<file path="src/rtl/vcfg_pkg.sv">
package vcfg_pkg;
  typedef enum logic [1:0] {
    VL_FROM_REQ = 2'd0,
    VL_KEEP     = 2'd1,
    VL_MAXIMUM  = 2'd2,
    VL_REQ_ALT  = 2'd3
  } vl_mode_e;

  localparam int SEW_W = 11;
  localparam int LMUL_W = 4;
endpackage

</file>
<file path="src/rtl/vcfg_type_decode.sv">
module vcfg_type_decode
  import vcfg_pkg::*;
#(
  parameter int XLEN  = 32,
  parameter int VLEN  = 128,
  parameter int ELEN  = 64,
  parameter int NVREG = 32,
  parameter int VL_W  = $clog2(VLEN + 1),
  parameter int RM_W  = $clog2(NVREG)
) (
  input  logic [XLEN-1:0]   type_word,
  output logic [SEW_W-1:0]  sew,
  output logic [LMUL_W-1:0] lmul,
  output logic [SEW_W-1:0]  mlen,
  output logic [RM_W-1:0]   reg_mask,
  output logic [VL_W-1:0]   vlmax,
  output logic              bad
);
  localparam logic [RM_W-1:0] RM_ALL = RM_W'(NVREG - 1);

  logic [2:0]  sew_code;
  logic [1:0]  lmul_code;
  logic [1:0]  div_code;
  logic [3:0]  sew_shift;
  logic [31:0] scaled;
  logic [31:0] quotient;
  logic        high_set;

  always_comb begin
    sew_code  = type_word[4:2];
    lmul_code = type_word[1:0];
    div_code  = type_word[6:5];
    high_set  = |type_word[XLEN-1:7];
    sew_shift = {1'b0, sew_code} + 4'd3;
    sew       = SEW_W'(1) << sew_shift;
    lmul      = LMUL_W'(1) << lmul_code;
    mlen      = sew >> lmul_code;
    reg_mask  = RM_ALL & ~(RM_W'(lmul) - RM_W'(1));
    bad       = (sew > SEW_W'(ELEN)) || (div_code != 2'd0) || high_set;
    scaled    = 32'(VLEN) << lmul_code;
    quotient  = scaled >> sew_shift;
    vlmax     = bad ? '0 : VL_W'(quotient);
  end
endmodule

</file>
<file path="src/rtl/vcfg_len_select.sv">
module vcfg_len_select
  import vcfg_pkg::*;
#(
  parameter int XLEN = 32,
  parameter int VL_W = 8
) (
  input  logic [1:0]      mode,
  input  logic [XLEN-1:0] req_len,
  input  logic [VL_W-1:0] old_vl,
  input  logic [VL_W-1:0] vlmax,
  output logic [VL_W-1:0] grant
);
  vl_mode_e sel;

  always_comb begin
    sel = vl_mode_e'(mode);
    if (vlmax == '0) begin
      grant = '0;
    end else begin
      case (sel)
        VL_KEEP:    grant = (old_vl > vlmax) ? vlmax : old_vl;
        VL_MAXIMUM: grant = vlmax;
        default:    grant = (req_len > XLEN'(vlmax)) ? vlmax : VL_W'(req_len);
      endcase
    end
  end
endmodule

</file>
<file path="src/rtl/vcfg_unit.sv">
module vcfg_unit
  import vcfg_pkg::*;
#(
  parameter int XLEN  = 32,
  parameter int VLEN  = 128,
  parameter int ELEN  = 64,
  parameter int NVREG = 32,
  parameter int CNT_W = 16
) (
  input  logic                       clk,
  input  logic                       rst,
  input  logic                       cfg_valid,
  input  logic [1:0]                 cfg_mode,
  input  logic [XLEN-1:0]            req_len,
  input  logic [XLEN-1:0]            new_type,
  output logic [$clog2(VLEN+1)-1:0]  vl,
  output logic [$clog2(VLEN+1)-1:0]  vlmax,
  output logic [XLEN-1:0]            vtype,
  output logic                       illegal,
  output logic [10:0]                sew,
  output logic [3:0]                 lmul,
  output logic [10:0]                mlen,
  output logic [$clog2(NVREG)-1:0]   reg_mask,
  output logic [$clog2(VLEN+1)-1:0]  vstart,
  output logic [CNT_W-1:0]           op_count
);
  localparam int VL_W = $clog2(VLEN + 1);
  localparam int RM_W = $clog2(NVREG);
  localparam logic [XLEN-1:0]   BAD_TYPE = {1'b1, {(XLEN-1){1'b0}}};
  localparam logic [SEW_W-1:0]  RST_SEW  = SEW_W'(1) << 10;
  localparam logic [LMUL_W-1:0] RST_LMUL = LMUL_W'(8);
  localparam logic [RM_W-1:0]   RST_RM   = RM_W'(NVREG - 1) & ~RM_W'(7);

  logic [SEW_W-1:0]  d_sew;
  logic [LMUL_W-1:0] d_lmul;
  logic [SEW_W-1:0]  d_mlen;
  logic [RM_W-1:0]   d_rm;
  logic [VL_W-1:0]   d_vlmax;
  logic              d_bad;
  logic              type_changed;
  logic [VL_W-1:0]   eff_vlmax;
  logic [VL_W-1:0]   grant;

  vcfg_type_decode #(
    .XLEN(XLEN), .VLEN(VLEN), .ELEN(ELEN), .NVREG(NVREG),
    .VL_W(VL_W), .RM_W(RM_W)
  ) u_dec (
    .type_word(new_type),
    .sew(d_sew),
    .lmul(d_lmul),
    .mlen(d_mlen),
    .reg_mask(d_rm),
    .vlmax(d_vlmax),
    .bad(d_bad)
  );

  assign type_changed = (new_type != vtype);
  assign eff_vlmax    = type_changed ? d_vlmax : vlmax;

  vcfg_len_select #(.XLEN(XLEN), .VL_W(VL_W)) u_sel (
    .mode(cfg_mode),
    .req_len(req_len),
    .old_vl(vl),
    .vlmax(eff_vlmax),
    .grant(grant)
  );

  always_ff @(posedge clk) begin
    if (rst) begin
      vtype    <= BAD_TYPE;
      illegal  <= 1'b1;
      vlmax    <= '0;
      sew      <= RST_SEW;
      lmul     <= RST_LMUL;
      mlen     <= RST_SEW >> 3;
      reg_mask <= RST_RM;
      vl       <= '0;
      vstart   <= '0;
      op_count <= '0;
    end else if (cfg_valid) begin
      if (type_changed) begin
        vtype    <= d_bad ? BAD_TYPE : new_type;
        illegal  <= d_bad;
        vlmax    <= d_vlmax;
        sew      <= d_sew;
        lmul     <= d_lmul;
        mlen     <= d_mlen;
        reg_mask <= d_rm;
      end
      vl       <= grant;
      vstart   <= '0;
      op_count <= op_count + CNT_W'(1);
    end
  end
endmodule

</file>
<file path="config.mk">
export PLATFORM = sky130hd
export DESIGN_NAME = vcfg_unit
export DESIGN_NICKNAME = d
export VERILOG_FILES = /design/src/rtl/vcfg_pkg.sv /design/src/rtl/vcfg_type_decode.sv /design/src/rtl/vcfg_len_select.sv /design/src/rtl/vcfg_unit.sv
export SDC_FILE = /design/constraint.sdc
export NUM_CORES = 1
export LEC_CHECK = 0
export ABC_AREA = 1
export BUFFER_PORTS_ARGS = -buffer_cell sky130_fd_sc_hd__buf_2
export CAP_MARGIN = 5
export CORE_MARGIN = 5
export CORE_UTILIZATION = 35
export CTS_CLUSTER_SIZE = 20
export DETAILED_ROUTE_END_ITERATION = 10
export GPL_ROUTABILITY_DRIVEN = 0
export MAX_ROUTING_LAYER = met4
export PLACE_DENSITY = 0.56
export SYNTH_ARGS = -nofsm -noshare
export SYNTH_HDL_FRONTEND = slang
export SYNTH_HIERARCHICAL = 1
export SYNTH_SLANG_ARGS = --single-unit
</file>
<file path="constraint.sdc">
create_clock -name clk -period 5 [get_ports clk]
set_input_delay 0.5 -clock clk [delete_from_list [all_inputs] [get_ports clk]]
set_output_delay 0.5 -clock clk [all_outputs]
set_load 0.005 [all_outputs]
</file>
==> results_dict.tcl <==
set metrics [dict create \
    status "complete, no violations" \
    path_clk_slew_ps 70 \
    fin_skew_ps 11.8 \
    power_density_nw_per_um2 258 \
    tns_ps 0 \
    grt_usage_pct 17.9 \
    period_minus_slack_ps 3300 \
    clk_root_buffer_cell "clkbuf_16" \
    synth-edff-count 0 \
    antenna_found_initial 1 \
    htreeDepth 3 \
    hold_path_class "flip-flop to flip-flop" \
    ios 173 \
    viasPerCell 4.68 \
    yosysTopAreaCell "dfxtp_1" \
    arrival_ps 3540 \
    drtAntennaViolNets 0 \
    synth_most_common_cell "nand2_1" \
    start_kind "primary input" \
    worst_pin_slew_ps 907 \
    cap_viol_max_count 0 \
    synth_area_um2 6340 \
    drt_first_pass_iters 5 \
    dpl.hpwl_um 13400 \
    seqPwrFrac_pct 42.9 \
    drive_gt1_share_pct 17.7 \
    wl_um 18400 \
    combPwrFrac_pct 17.4 \
    numCtsBuffers 9 \
    area_growth_pct 18.1 \
    vias 6483 \
    synth-seq-cells 96 \
    switching_share_pct 28.6 \
    setup_viol 0 \
    initial_utilization_pct 35.4 \
    core_um2 17900 \
    clock.fmax_ghz 0.303 \
    fp.dieW_um 145 \
    synthDistinctLibCells 41 \
    drt_first_iter_violations 429 \
    timing.final.hold_violations 0 \
    timing.final.crit_share_pct 65.9 \
    power.internal_mw 1.38 \
    numPortBuffers 164 \
    ys.flop_type "dfxtp_1" \
    grt_pass1_wl_um 29300 \
    final_cells 1384 \
    netlist_instances 1024 \
    dieArea_um2 20900 \
    syn_avg_cell_area_um2 6.19 \
    die_y_um 145 \
    num_rows 49 \
    ys_seq_area_share_pct 30.3 \
    synth_compound_area_share_pct 9.69 \
    max-clock-path-buffers 2 \
    cts.sinks 96 \
    yosys_warnings 6 \
    yosys.area_share.simple_pct 39.7 \
    synth_top_family_by_area "simple AND/OR/NAND/NOR gates" \
    synth-xor-area-share_pct 3.45 \
    grt_overflow 0 \
    peakVddDrop_mv 0.173 \
    synth_common_cells "nand2_1, nor2_1, inv_1, dfxtp_1, a21oi_1" \
    grt_max_degree 90 \
    async_reset_ff_share_pct 0 \
    critPathKind "primary input to flip-flop" \
    wl_per_cell_um 13.3 \
    relSlewSlack_pct 39.5 \
    cts_resized 0 \
    clock_latency_ps 350 \
    cts_tree "built" \
    critPathMaxFanout 33 \
    synth_fa_ha_area_share_pct 3.95 \
    dp.cells 1368 \
    power_leakage_nw 3.89 \
    worst_ep_required_time_ps 5240 \
    synth_top_area_share_pct 30.3 \
    switching_power_mw 0.553 \
    drc 0 \
    endpoint_kind "flip-flop" \
    grt_pass1_vias 5828 \
    rsz0062_at_grt "false" \
    synthMuxAreaShare_pct 0 \
    fin_nets 1239 \
    cts_setup_buffers 0 \
    synth.area.top_cells "dfxtp_1, nand2_1, nor2_1" \
    cts_hold_buf 0 \
    maxSlewViolCount 0 \
    clkPwrFrac_pct 39.7 \
    fin_util_pct 41.8 \
]
-- cell usage in the layout (no fill, tap or decap), drive strengths merged --
cell        n
clkbuf      9
xnor2      24
conb       13
nor4        1
clkinvlp    1
buf       170
o21ai      26
nand2b      1
ha         20
or2         2
o211ai      2
a21oi      84
and2        2
nor2      191
xor2        1
bufinv      2
dfxtp      96
nand2     255
nand3b     33
o22ai       1
nand3      82
o21bai      1
diode       1
o21a        2
inv       117
nor3        9
nand4       6
clkinv      2
a21o        1
-- final timing paths --
check                          from                    to  slack (ps)  cells after the start
max                     new_type[4]    vl[4]$_SDFFE_PP0P_        1700                     21
min            mlen[7]$_SDFFE_PP1P_  mlen[7]$_SDFFE_PP1P_         460                      2
max reg2reg  vtype[12]$_SDFFE_PP0P_    vl[4]$_SDFFE_PP0P_        1750                     20
min reg2reg    mlen[7]$_SDFFE_PP1P_  mlen[7]$_SDFFE_PP1P_         460                      2
-- power groups by stage --
stage	combinational (mW)	sequential, mW	clock [mW]
floorplan	0.222	0.847	0
global placement	0.338	0.848	0
detailed placement	0.339	0.848	0
CTS	0.340	0.830	0.795
global route	0.387	0.836	0.823
finish	0.337	0.830	0.767
-- critical path, cell delays in order --
cell and delay (ps):
buf_2 300, xnor2_1 160, nand2_1 60, nor2_1 110, nand2_1 60, nor2_1 170
nand2_4 210, a21oi_1 280, inv_1 160, ha_1 310, nand2_1 60, nor2_1 170
nand4_2 230, nand2_2 230, nand2_1 70, nand3_1 70, nand2_1 60, nand2_1 50
a21oi_1 60, nor2_1 130, nor2_1 60
-- through the flow --
step / total power [mW] / instance area, um2 / worst slack (ps) / hold slack [ps]
finish: 1.93 / 7490 / 1700 / 459
global route: 2.05 / 7490 / 1310 / 494
CTS: 1.97 / 7490 / 1730 / 467
detailed placement: 1.19 / 7170 / 1380 / 447
global placement: 1.19 / 7170 / 1410 / 447
floorplan: 1.07 / 6380 / 2030 / 453
-- layout make-up --
| cell class | count | area [um2] |
|---|---|---|
| fill | 2010 | 10400 |
| multi-input combinational | 757 | 3660 |
| sequential | 96 | 1920 |
| timing repair buffer | 170 | 868 |
| inverter | 116 | 435 |
| tap | 229 | 287 |
| clock buffer | 9 | 225 |
| clock inverter | 6 | 92.6 |
| antenna | 1 | 2.50 |
-- logic make-up after synthesis --
family | after synthesis
other | 3
adder cells (fa/ha/maj) | 20
XOR/XNOR | 25
AO/OA/AOI/OAI | 117
buffers and inverters | 181
AND/OR/NAND/NOR | 582
flip-flops | 96
-- metal layers --
metal  vias to the layer above  track usage [%]  share of wire (%)
li1                       3433                -                  -
met1                      2897             23.7                 48
met2                       140             27.9                 45
met3                        13             3.67                6.0
met4                         0             4.37               0.99
met5                         -                -                  0
-- state kept, by name, summed over array words and instances, names as in the netlist --
register,flops
op_count,16
reg_mask,5
vlmax,8
vtype,32
vl,8
mlen,11
lmul,4
illegal,1
sew,11
(Power assumes the default switching activity.)
